### config.mk
export PLATFORM = sky130hd
export DESIGN_NAME = audma_channel
export DESIGN_NICKNAME = d
export VERILOG_FILES = /design/src/rtl/audma_pkg.sv /design/src/rtl/audma_regs.sv /design/src/rtl/audma_fifo.sv /design/src/rtl/audma_seq.sv /design/src/rtl/audma_channel.sv
export SDC_FILE = /design/constraint.sdc
export NUM_CORES = 1
export LEC_CHECK = 0
export ABC_CLOCK_PERIOD_IN_PS = 11300
export BUFFER_PORTS_ARGS = -buffer_cell sky130_fd_sc_hd__clkbuf_2
export CAP_MARGIN = 10
export CORE_UTILIZATION = 50
export DETAILED_ROUTE_END_ITERATION = 16
export PLACE_DENSITY = 0.67
export SLEW_MARGIN = 25
export SYNTH_ARGS = -nofsm -noshare
export SYNTH_HDL_FRONTEND = slang
export SYNTH_SLANG_ARGS = --single-unit
### constraint.sdc
create_clock -name clk -period 11.3 [get_ports clk]
set_input_delay 0.565 -clock clk [delete_from_list [all_inputs] [get_ports clk]]
set_output_delay 0.565 -clock clk [all_outputs]
set_load 0.03 [all_outputs]
### src/rtl/audma_pkg.sv
package audma_pkg;

  // control word bit positions (bit 0 is the read-only status)
  localparam int CTL_INT_BIT = 0;
  localparam int CTL_ACT_BIT = 1;
  localparam int CTL_RCV_BIT = 2;
  localparam int CTL_LD_BIT  = 3;
  localparam int CTL_HWM_LSB = 8;
  localparam int CTL_BEG_LSB = 16;
  localparam int CTL_END_LSB = 24;

  // count word layout
  localparam int CNT_IE_BIT = 31;
  localparam int CNT_LEN_W  = 31;

  // FIFO fill / pointer width covers any window an 8-bit bound can describe
  localparam int FILL_W = 9;

  localparam logic [1:0] RA_DPTR = 2'd0;
  localparam logic [1:0] RA_CTRL = 2'd1;
  localparam logic [1:0] RA_BPTR = 2'd2;

  typedef enum logic [2:0] {
    ST_IDLE,
    ST_BUF,
    ST_CNT,
    ST_NXT,
    ST_XFER
  } seq_state_e;

  typedef struct packed {
    logic [7:0] fend;
    logic [7:0] fbeg;
    logic [7:0] hwm;
    logic       ld;
    logic       rcv;
    logic       act;
  } ctl_t;

endpackage

### src/rtl/audma_regs.sv
module audma_regs
  import audma_pkg::*;
(
  input  logic clk,
  input  logic rst_n,
  input  logic ctl_wr,
  input  ctl_t ctl_wdata,
  input  logic ctl_rd,
  input  logic blk_irq,
  output ctl_t ctl,
  output logic int_st,
  output logic start,
  output logic flush
);

  ctl_t ctl_q, ctl_d;
  logic int_q, int_d;
  logic start_q, flush_q;

  always_comb begin
    ctl_d = ctl_q;
    if (ctl_wr) ctl_d = ctl_wdata;
    int_d = int_q;
    if (ctl_rd)  int_d = 1'b0;
    if (blk_irq) int_d = 1'b1;
  end

  // start and flush act one cycle after the write, when the new word is live
  always_ff @(posedge clk or negedge rst_n) begin
    if (!rst_n) begin
      ctl_q   <= '0;
      int_q   <= 1'b0;
      start_q <= 1'b0;
      flush_q <= 1'b0;
    end else begin
      if (ctl_wr) ctl_q <= ctl_d;
      int_q   <= int_d;
      start_q <= ctl_wr && ctl_wdata.act;
      flush_q <= ctl_wr && ctl_wdata.ld;
    end
  end

  assign ctl    = ctl_q;
  assign int_st = int_q;
  assign start  = start_q;
  assign flush  = flush_q;

  assert_irq_sets_R5: assert property (@(posedge clk) disable iff (!rst_n)
    blk_irq |=> int_q);

  assert_read_clears_R6: assert property (@(posedge clk) disable iff (!rst_n)
    (ctl_rd && !blk_irq) |=> !int_q);

endmodule

### src/rtl/audma_fifo.sv
module audma_fifo
  import audma_pkg::*;
#(
  parameter int DEPTH = 16,
  parameter int DW    = 32
) (
  input  logic              clk,
  input  logic              rst_n,
  input  logic [7:0]        win_beg,
  input  logic [7:0]        win_end,
  input  logic              flush,
  input  logic              push,
  input  logic [DW-1:0]     wdata,
  input  logic              pop,
  output logic [DW-1:0]     rdata,
  output logic [FILL_W-1:0] fill,
  output logic              full,
  output logic              empty
);

  localparam int IW = $clog2(DEPTH);

  logic [DW-1:0]     store [DEPTH];
  logic [FILL_W-1:0] wp_q, wp_d, rp_q, rp_d, fill_q, fill_d;
  logic [FILL_W-1:0] base_w, last_w, cap_w;

  always_comb begin
    base_w = {win_beg, 1'b0};
    last_w = {win_end, 1'b0} - FILL_W'(1);
    cap_w  = (win_end > win_beg) ? {win_end - win_beg, 1'b0} : '0;
  end

  assign full  = (fill_q >= cap_w);
  assign empty = (fill_q == '0);
  assign fill  = fill_q;
  assign rdata = store[rp_q[IW-1:0]];

  always_comb begin
    wp_d   = wp_q;
    rp_d   = rp_q;
    fill_d = fill_q;
    if (flush) begin
      wp_d   = base_w;
      rp_d   = base_w;
      fill_d = '0;
    end else begin
      if (push) wp_d = (wp_q == last_w) ? base_w : wp_q + FILL_W'(1);
      if (pop)  rp_d = (rp_q == last_w) ? base_w : rp_q + FILL_W'(1);
      fill_d = fill_q + FILL_W'(push) - FILL_W'(pop);
    end
  end

  always_ff @(posedge clk or negedge rst_n) begin
    if (!rst_n) begin
      wp_q   <= '0;
      rp_q   <= '0;
      fill_q <= '0;
    end else begin
      wp_q   <= wp_d;
      rp_q   <= rp_d;
      fill_q <= fill_d;
    end
  end

  always_ff @(posedge clk) begin
    if (push && !flush) store[wp_q[IW-1:0]] <= wdata;
  end

  assert_no_overflow_R9: assert property (@(posedge clk) disable iff (!rst_n)
    (push && !flush) |-> !full);

  assert_no_underflow_R8: assert property (@(posedge clk) disable iff (!rst_n)
    (pop && !flush) |-> !empty);

endmodule

### src/rtl/audma_seq.sv
module audma_seq
  import audma_pkg::*;
#(
  parameter int AW = 32,
  parameter int DW = 32
) (
  input  logic              clk,
  input  logic              rst_n,
  input  logic              act,
  input  logic              rcv,
  input  logic [7:0]        hwm,
  input  logic              start,
  input  logic              dptr_wr,
  input  logic [AW-1:0]     dptr_wdata,
  input  logic [FILL_W-1:0] fill,
  input  logic              full,
  input  logic              empty,
  input  logic [DW-1:0]     fifo_rdata,
  input  logic              mem_ack,
  input  logic [DW-1:0]     mem_rdata,
  output logic              mem_req,
  output logic              mem_we,
  output logic [AW-1:0]     mem_addr,
  output logic [DW-1:0]     mem_wdata,
  output logic              fifo_push,
  output logic              fifo_pop,
  output logic              blk_irq,
  output logic [AW-1:0]     desc_addr,
  output logic [AW-1:0]     cur_addr
);

  localparam int STEP = DW / 8;

  seq_state_e           st_q, st_d;
  logic [AW-1:0]        desc_q, desc_d, buf_q, buf_d, nxt_q, nxt_d;
  logic [CNT_LEN_W-1:0] rem_q, rem_d;
  logic                 ie_q, ie_d, busy_q, busy_d;
  logic [FILL_W:0]      fill_hw;
  logic                 want;

  always_comb begin
    fill_hw = {fill, 1'b0};
    want    = rcv ? ((fill_hw > {2'b0, hwm}) && !empty)
                  : ((fill_hw < {2'b0, hwm}) && !full);
  end

  always_comb begin
    st_d      = st_q;
    desc_d    = desc_q;
    buf_d     = buf_q;
    nxt_d     = nxt_q;
    rem_d     = rem_q;
    ie_d      = ie_q;
    busy_d    = busy_q;
    mem_req   = 1'b0;
    mem_we    = 1'b0;
    mem_addr  = buf_q;
    fifo_push = 1'b0;
    fifo_pop  = 1'b0;
    blk_irq   = 1'b0;
    if (dptr_wr) desc_d = dptr_wdata;
    case (st_q)
      ST_BUF: begin
        mem_req  = 1'b1;
        mem_addr = desc_q;
        if (mem_ack) begin
          buf_d = mem_rdata[AW-1:0];
          st_d  = ST_CNT;
        end
      end
      ST_CNT: begin
        mem_req  = 1'b1;
        mem_addr = desc_q + AW'(STEP);
        if (mem_ack) begin
          rem_d = mem_rdata[CNT_LEN_W-1:0];
          ie_d  = mem_rdata[CNT_IE_BIT];
          st_d  = ST_NXT;
        end
      end
      ST_NXT: begin
        mem_req  = 1'b1;
        mem_addr = desc_q + AW'(2 * STEP);
        if (mem_ack) begin
          nxt_d = mem_rdata[AW-1:0];
          st_d  = ST_XFER;
        end
      end
      ST_XFER: begin
        if (busy_q) begin
          mem_req = 1'b1;
          mem_we  = rcv;
          if (mem_ack) begin
            busy_d    = 1'b0;
            buf_d     = buf_q + AW'(STEP);
            rem_d     = (rem_q > CNT_LEN_W'(STEP)) ? rem_q - CNT_LEN_W'(STEP) : '0;
            fifo_push = !rcv;
            fifo_pop  = rcv;
          end
        end else if (rem_q == '0) begin
          blk_irq = ie_q;
          desc_d  = nxt_q;
          st_d    = ST_BUF;
        end else if (want) begin
          busy_d = 1'b1;
        end
      end
      default: ;
    endcase
    if (start) begin
      st_d   = ST_BUF;
      busy_d = 1'b0;
    end
    if (!act) begin
      st_d      = ST_IDLE;
      busy_d    = 1'b0;
      mem_req   = 1'b0;
      fifo_push = 1'b0;
      fifo_pop  = 1'b0;
      blk_irq   = 1'b0;
    end
  end

  always_ff @(posedge clk or negedge rst_n) begin
    if (!rst_n) begin
      st_q   <= ST_IDLE;
      desc_q <= '0;
      buf_q  <= '0;
      nxt_q  <= '0;
      rem_q  <= '0;
      ie_q   <= 1'b0;
      busy_q <= 1'b0;
    end else begin
      st_q   <= st_d;
      desc_q <= desc_d;
      buf_q  <= buf_d;
      nxt_q  <= nxt_d;
      rem_q  <= rem_d;
      ie_q   <= ie_d;
      busy_q <= busy_d;
    end
  end

  assign mem_wdata = fifo_rdata;
  assign desc_addr = desc_q;
  assign cur_addr  = buf_q;

  assert_addr_hold_R3: assert property (@(posedge clk) disable iff (!rst_n)
    (mem_req && !mem_ack) |=> (!act || start || (mem_req && $stable(mem_addr))));

  assert_count_down_R3: assert property (@(posedge clk) disable iff (!rst_n)
    (st_q == ST_XFER && !start) |=> (st_q != ST_XFER || rem_q <= $past(rem_q)));

  assert_follow_next_R4: assert property (@(posedge clk) disable iff (!rst_n)
    (st_q == ST_XFER && !busy_q && rem_q == '0 && act && !start)
      |=> (st_q == ST_BUF && desc_q == $past(nxt_q)));

endmodule

### src/rtl/audma_channel.sv
module audma_channel
  import audma_pkg::*;
#(
  parameter int FIFO_WORDS = 16
) (
  input  logic        clk,
  input  logic        rst_n,
  input  logic        reg_wr,
  input  logic        reg_rd,
  input  logic [1:0]  reg_addr,
  input  logic [31:0] reg_wdata,
  output logic [31:0] reg_rdata,
  output logic        mem_req,
  output logic        mem_we,
  output logic [31:0] mem_addr,
  output logic [31:0] mem_wdata,
  input  logic        mem_ack,
  input  logic [31:0] mem_rdata,
  output logic        irq,
  output logic        smp_valid,
  output logic [31:0] smp_data,
  input  logic        smp_ready,
  input  logic        cap_valid,
  input  logic [31:0] cap_data,
  output logic        cap_ready
);

  localparam int AW = 32;
  localparam int DW = 32;

  logic [1:0] rst_pipe_q;
  logic       rst_n_int;

  always_ff @(posedge clk or negedge rst_n) begin
    if (!rst_n) rst_pipe_q <= '0;
    else        rst_pipe_q <= {rst_pipe_q[0], 1'b1};
  end
  assign rst_n_int = rst_pipe_q[1];

  ctl_t              ctl, ctl_w;
  logic              int_st, start, flush, blk_irq;
  logic [FILL_W-1:0] fill;
  logic              full, empty;
  logic [DW-1:0]     fifo_rdata, fifo_wdata;
  logic              seq_push, seq_pop, fifo_push, fifo_pop;
  logic [AW-1:0]     desc_addr, cur_addr;

  always_comb begin
    ctl_w.fend = reg_wdata[CTL_END_LSB +: 8];
    ctl_w.fbeg = reg_wdata[CTL_BEG_LSB +: 8];
    ctl_w.hwm  = reg_wdata[CTL_HWM_LSB +: 8];
    ctl_w.ld   = reg_wdata[CTL_LD_BIT];
    ctl_w.rcv  = reg_wdata[CTL_RCV_BIT];
    ctl_w.act  = reg_wdata[CTL_ACT_BIT];
  end

  audma_regs u_regs (
    .clk       (clk),
    .rst_n     (rst_n_int),
    .ctl_wr    (reg_wr && reg_addr == RA_CTRL),
    .ctl_wdata (ctl_w),
    .ctl_rd    (reg_rd && reg_addr == RA_CTRL),
    .blk_irq   (blk_irq),
    .ctl       (ctl),
    .int_st    (int_st),
    .start     (start),
    .flush     (flush)
  );

  assign smp_valid  = ctl.act && !ctl.rcv && !empty;
  assign cap_ready  = ctl.act && ctl.rcv && !full;
  assign smp_data   = fifo_rdata;
  assign fifo_push  = seq_push || (cap_valid && cap_ready);
  assign fifo_pop   = seq_pop || (smp_valid && smp_ready);
  assign fifo_wdata = ctl.rcv ? cap_data : mem_rdata;

  audma_fifo #(.DEPTH(FIFO_WORDS), .DW(DW)) u_fifo (
    .clk     (clk),
    .rst_n   (rst_n_int),
    .win_beg (ctl.fbeg),
    .win_end (ctl.fend),
    .flush   (flush),
    .push    (fifo_push),
    .wdata   (fifo_wdata),
    .pop     (fifo_pop),
    .rdata   (fifo_rdata),
    .fill    (fill),
    .full    (full),
    .empty   (empty)
  );

  audma_seq #(.AW(AW), .DW(DW)) u_seq (
    .clk        (clk),
    .rst_n      (rst_n_int),
    .act        (ctl.act),
    .rcv        (ctl.rcv),
    .hwm        (ctl.hwm),
    .start      (start),
    .dptr_wr    (reg_wr && reg_addr == RA_DPTR),
    .dptr_wdata (reg_wdata),
    .fill       (fill),
    .full       (full),
    .empty      (empty),
    .fifo_rdata (fifo_rdata),
    .mem_ack    (mem_ack),
    .mem_rdata  (mem_rdata),
    .mem_req    (mem_req),
    .mem_we     (mem_we),
    .mem_addr   (mem_addr),
    .mem_wdata  (mem_wdata),
    .fifo_push  (seq_push),
    .fifo_pop   (seq_pop),
    .blk_irq    (blk_irq),
    .desc_addr  (desc_addr),
    .cur_addr   (cur_addr)
  );

  assign irq = int_st;

  always_comb begin
    case (reg_addr)
      RA_DPTR: reg_rdata = desc_addr;
      RA_CTRL: reg_rdata = {ctl.fend, ctl.fbeg, ctl.hwm, 4'b0, ctl.ld, ctl.rcv, ctl.act, int_st};
      RA_BPTR: reg_rdata = cur_addr;
      default: reg_rdata = '0;
    endcase
  end

endmodule

==> flow_metrics.tcl <==
set metrics [dict create \
    syn_inst 2323 \
    grt_pass1_vias 20907 \
    r2r_end "u_fifo.store[8][21]$_DFFE_PP_" \
    yosys_most_used_dff "edfxtp_1" \
    p_leak_nw 13.8 \
    setup.worst_path.end_class "flip-flop" \
    finalCriticalPeriod_ps 6230 \
    yosys_warnings 0 \
    rrSetupSlack_ps 5070 \
    tightest_slew_ps 1030 \
    cts_tree "done" \
    critical_path.max_fanout 32 \
    hold_slack_ps 227 \
    clk_pin_slew_ps 60 \
    max_freq_mhz 161 \
    setup_viol 0 \
    num_vias 21575 \
    cts_sinks 703 \
    h-tree-depth 3 \
    routed_wl_um 93100 \
    gp_routability_congestion 0.930 \
    cap_viol_max_count 0 \
    period_share_pct 55.1 \
    synth_fp_nets 2477 \
    track_usage_pct 27.8 \
    grt_setup_unrepaired "false" \
    final_common_cell "edfxtp_1" \
    placedCellCount 3264 \
    clock_path_buffers 3 \
    cts_resized 0 \
    grt_max_degree 75 \
    critPathArrivalTime_ps 6460 \
    min_to "u_regs.ctl[1]$_DFFE_PN0P_" \
    grt_pass1_wl_um 137000 \
    core_area_um2 64900 \
    clockRootBuffer "clkbuf_16" \
    drt-wirelength-per-cell_um 27.4 \
    final_cell_mix "512 x edfxtp_1, 237 x clkbuf_2, 185 x dfrtp_1, 160 x mux4_2, 156 x nand2_1" \
    fin_skew_ps 34.3 \
    final_layout_size_suffix_gt1_share_pct 27.4 \
    status "finished clean" \
    ff2ff_path_depth 17 \
    grt-ovfl-total 0 \
    required_ps 11540 \
    startpoint_type "flip-flop" \
    max-slew-margin-rel_pct 31.1 \
    synthArstFlopShare_pct 27.2 \
    fill_cells 5071 \
    tns_ps 0 \
    area.growth.synth_to_final_pct 13.0 \
    fp-row-count 93 \
    r2r-start "u_regs.ctl[19]$_DFFE_PN0P_" \
    dp_hpwl_um 64000 \
    hold_viol 0 \
    ys_types 93 \
    synth.avg_cell_area_um2 14.3 \
    synth-seq-cells 703 \
    start_util_pct 51.0 \
    ios 238 \
    die-height_um 259 \
    hold_depth 2 \
    antenna_left 0 \
    synth_area_um2 33100 \
    slew_violations 0 \
    drt_iter0_markers 2201 \
    setup.worst_path.start "u_regs.ctl[19]$_DFFE_PN0P_" \
    synth_edf_count 512 \
    hp-start "reg_wdata[2]" \
    cts_buffers 74 \
    vdd_drop_max_mv 0.132 \
    worst_hold_path_type "in2reg" \
    worstSetupPathType "reg2reg" \
    die_x_um 259 \
    numPortBuffers 237 \
    final_net_count 2641 \
    drc 0 \
    dr.pass1.iters 7 \
    insertion_delay_ps 630 \
    power_density_nw_per_um2 224 \
    vias_per_cell 6.34 \
    stdcell_count 3405 \
    die-area_um2 67300 \
    grt_antenna_before_repair 4 \
    ys_seq_area_share_pct 60.8 \
]
-- where the power goes --
part	leakage (nW)	internal (W)	switching, W
combinational	5.64	0.00104	0.00154
sequential	6.97	0.00297	0.000304
clock	1.23	0.00148	0.00104
total	13.8	0.00550	0.00289
-- sequential cells by signal (all words and copies together), names as in the netlist --
register and cells:
u_seq.busy_q 1, u_seq.rem_q 31, u_regs.ctl 27, u_fifo.rp_q 9, u_regs.flush 1, u_fifo.wp_q 9, u_seq.nxt_q 32, u_fifo.fill 9
u_seq.desc_addr 32, u_seq.ie_q 1, u_seq.st_q 3, u_fifo.store 512, u_regs.start 1, u_seq.cur_addr 32, u_regs.int_st 1, rst_pipe_q 2
-- cells in the mapped netlist (21+ instances only) --
cell | n | share of area (%)
o22ai_1 | 25 | 0.47
mux2i_1 | 70 | 2.1
mux2_2 | 96 | 3.3
buf_4 | 32 | 0.73
clkbuf_1 | 95 | 1.1
and3_1 | 21 | 0.40
nand4_1 | 27 | 0.51
ha_1 | 47 | 1.8
inv_1 | 56 | 0.63
mux4_2 | 160 | 11
buf_1 | 28 | 0.32
xnor2_1 | 23 | 0.61
edfxtp_1 | 512 | 46
dfrtp_1 | 191 | 14
nor3_1 | 41 | 0.62
nand2_1 | 156 | 1.8
nor2_1 | 145 | 1.6
nand3_1 | 52 | 0.79
a21oi_1 | 101 | 1.5
o21ai_0 | 125 | 1.9
-- logic make-up after synthesis --
group | count (synthesis) | synth area share, %
AO/OA/AOI/OAI | 396 | 7.61
XOR/XNOR | 44 | 1.45
adder cells (fa/ha/maj) | 49 | 1.90
buffers and inverters | 237 | 3.27
flip-flops | 703 | 60.8
multiplexers | 326 | 16.3
other | 1 | 0.0113
AND/OR/NAND/NOR | 567 | 8.65
-- layout make-up --
class / count / area (µm²) / area share [%]
diodes: 1 / 2.50 / 0.00669
flip-flops and latches: 703 / 20200 / 53.9
clock inverters: 38 / 538 / 1.44
clock buffers: 100 / 2020 / 5.40
well taps: 855 / 1070 / 2.86
multi-input cells: 1383 / 12000 / 32.0
inverters: 58 / 218 / 0.582
repair buffers: 267 / 1440 / 3.84
-- worst max-delay path, cell delays in order (launching register included) --
cell and delay, ps:
dfrtp_1 510, inv_1 130, ha_1 220, fa_1 420, nor2b_1 120, o21ai_0 120
a21boi_0 260, o21a_1 160, nor3_1 50, or4b_2 630, ha_1 320, a21o_1 180
a21oi_1 150, o31ai_1 110, o31ai_2 660, nand2_2 270, nor2_1 540, and4b_2 960
-- worst max-delay path by stage --
stage	endpoint	slack [ps]	cells past startpoint
after floorplan	u_fifo.store[1][0]$_DFFE_PP_	3520	19
after global placement	u_fifo.store[8][14]$_DFFE_PP_	5220	17
after detailed placement	u_fifo.store[8][15]$_DFFE_PP_	5100	17
after CTS	u_fifo.store[8][21]$_DFFE_PP_	5090	17
after global routing	u_fifo.store[8][21]$_DFFE_PP_	4680	18
final	u_fifo.store[8][21]$_DFFE_PP_	5070	17
-- through the flow --
stage	utilization, %	power (W)	worst slack (ps)	area [µm²]
detailed placement	53.6	0.00590	5100	34800
CTS	57.6	0.00842	5090	37400
finish	57.6	0.00839	5070	37400
global route	57.6	0.00872	4680	37400
global placement	53.6	0.00586	5220	34800
floorplan	-	0.00517	3520	33100
-- metal layers --
metal,global-route usage [%],part of all wire (%),vias up
met5,0,0.013,-
met4,9.20,3.2,2
met3,4.70,9.0,150
met2,43.3,47,1128
met1,39.9,41,10987
li1,-,-,9308
-- timing repair --
item,CTS,global route
endpoints found under the hold margin,2,0
setup endpoints to repair,0,0
setup buffers,0,0
hold buffers,1,0
Note: power is estimated with default switching activity, not from simulation.
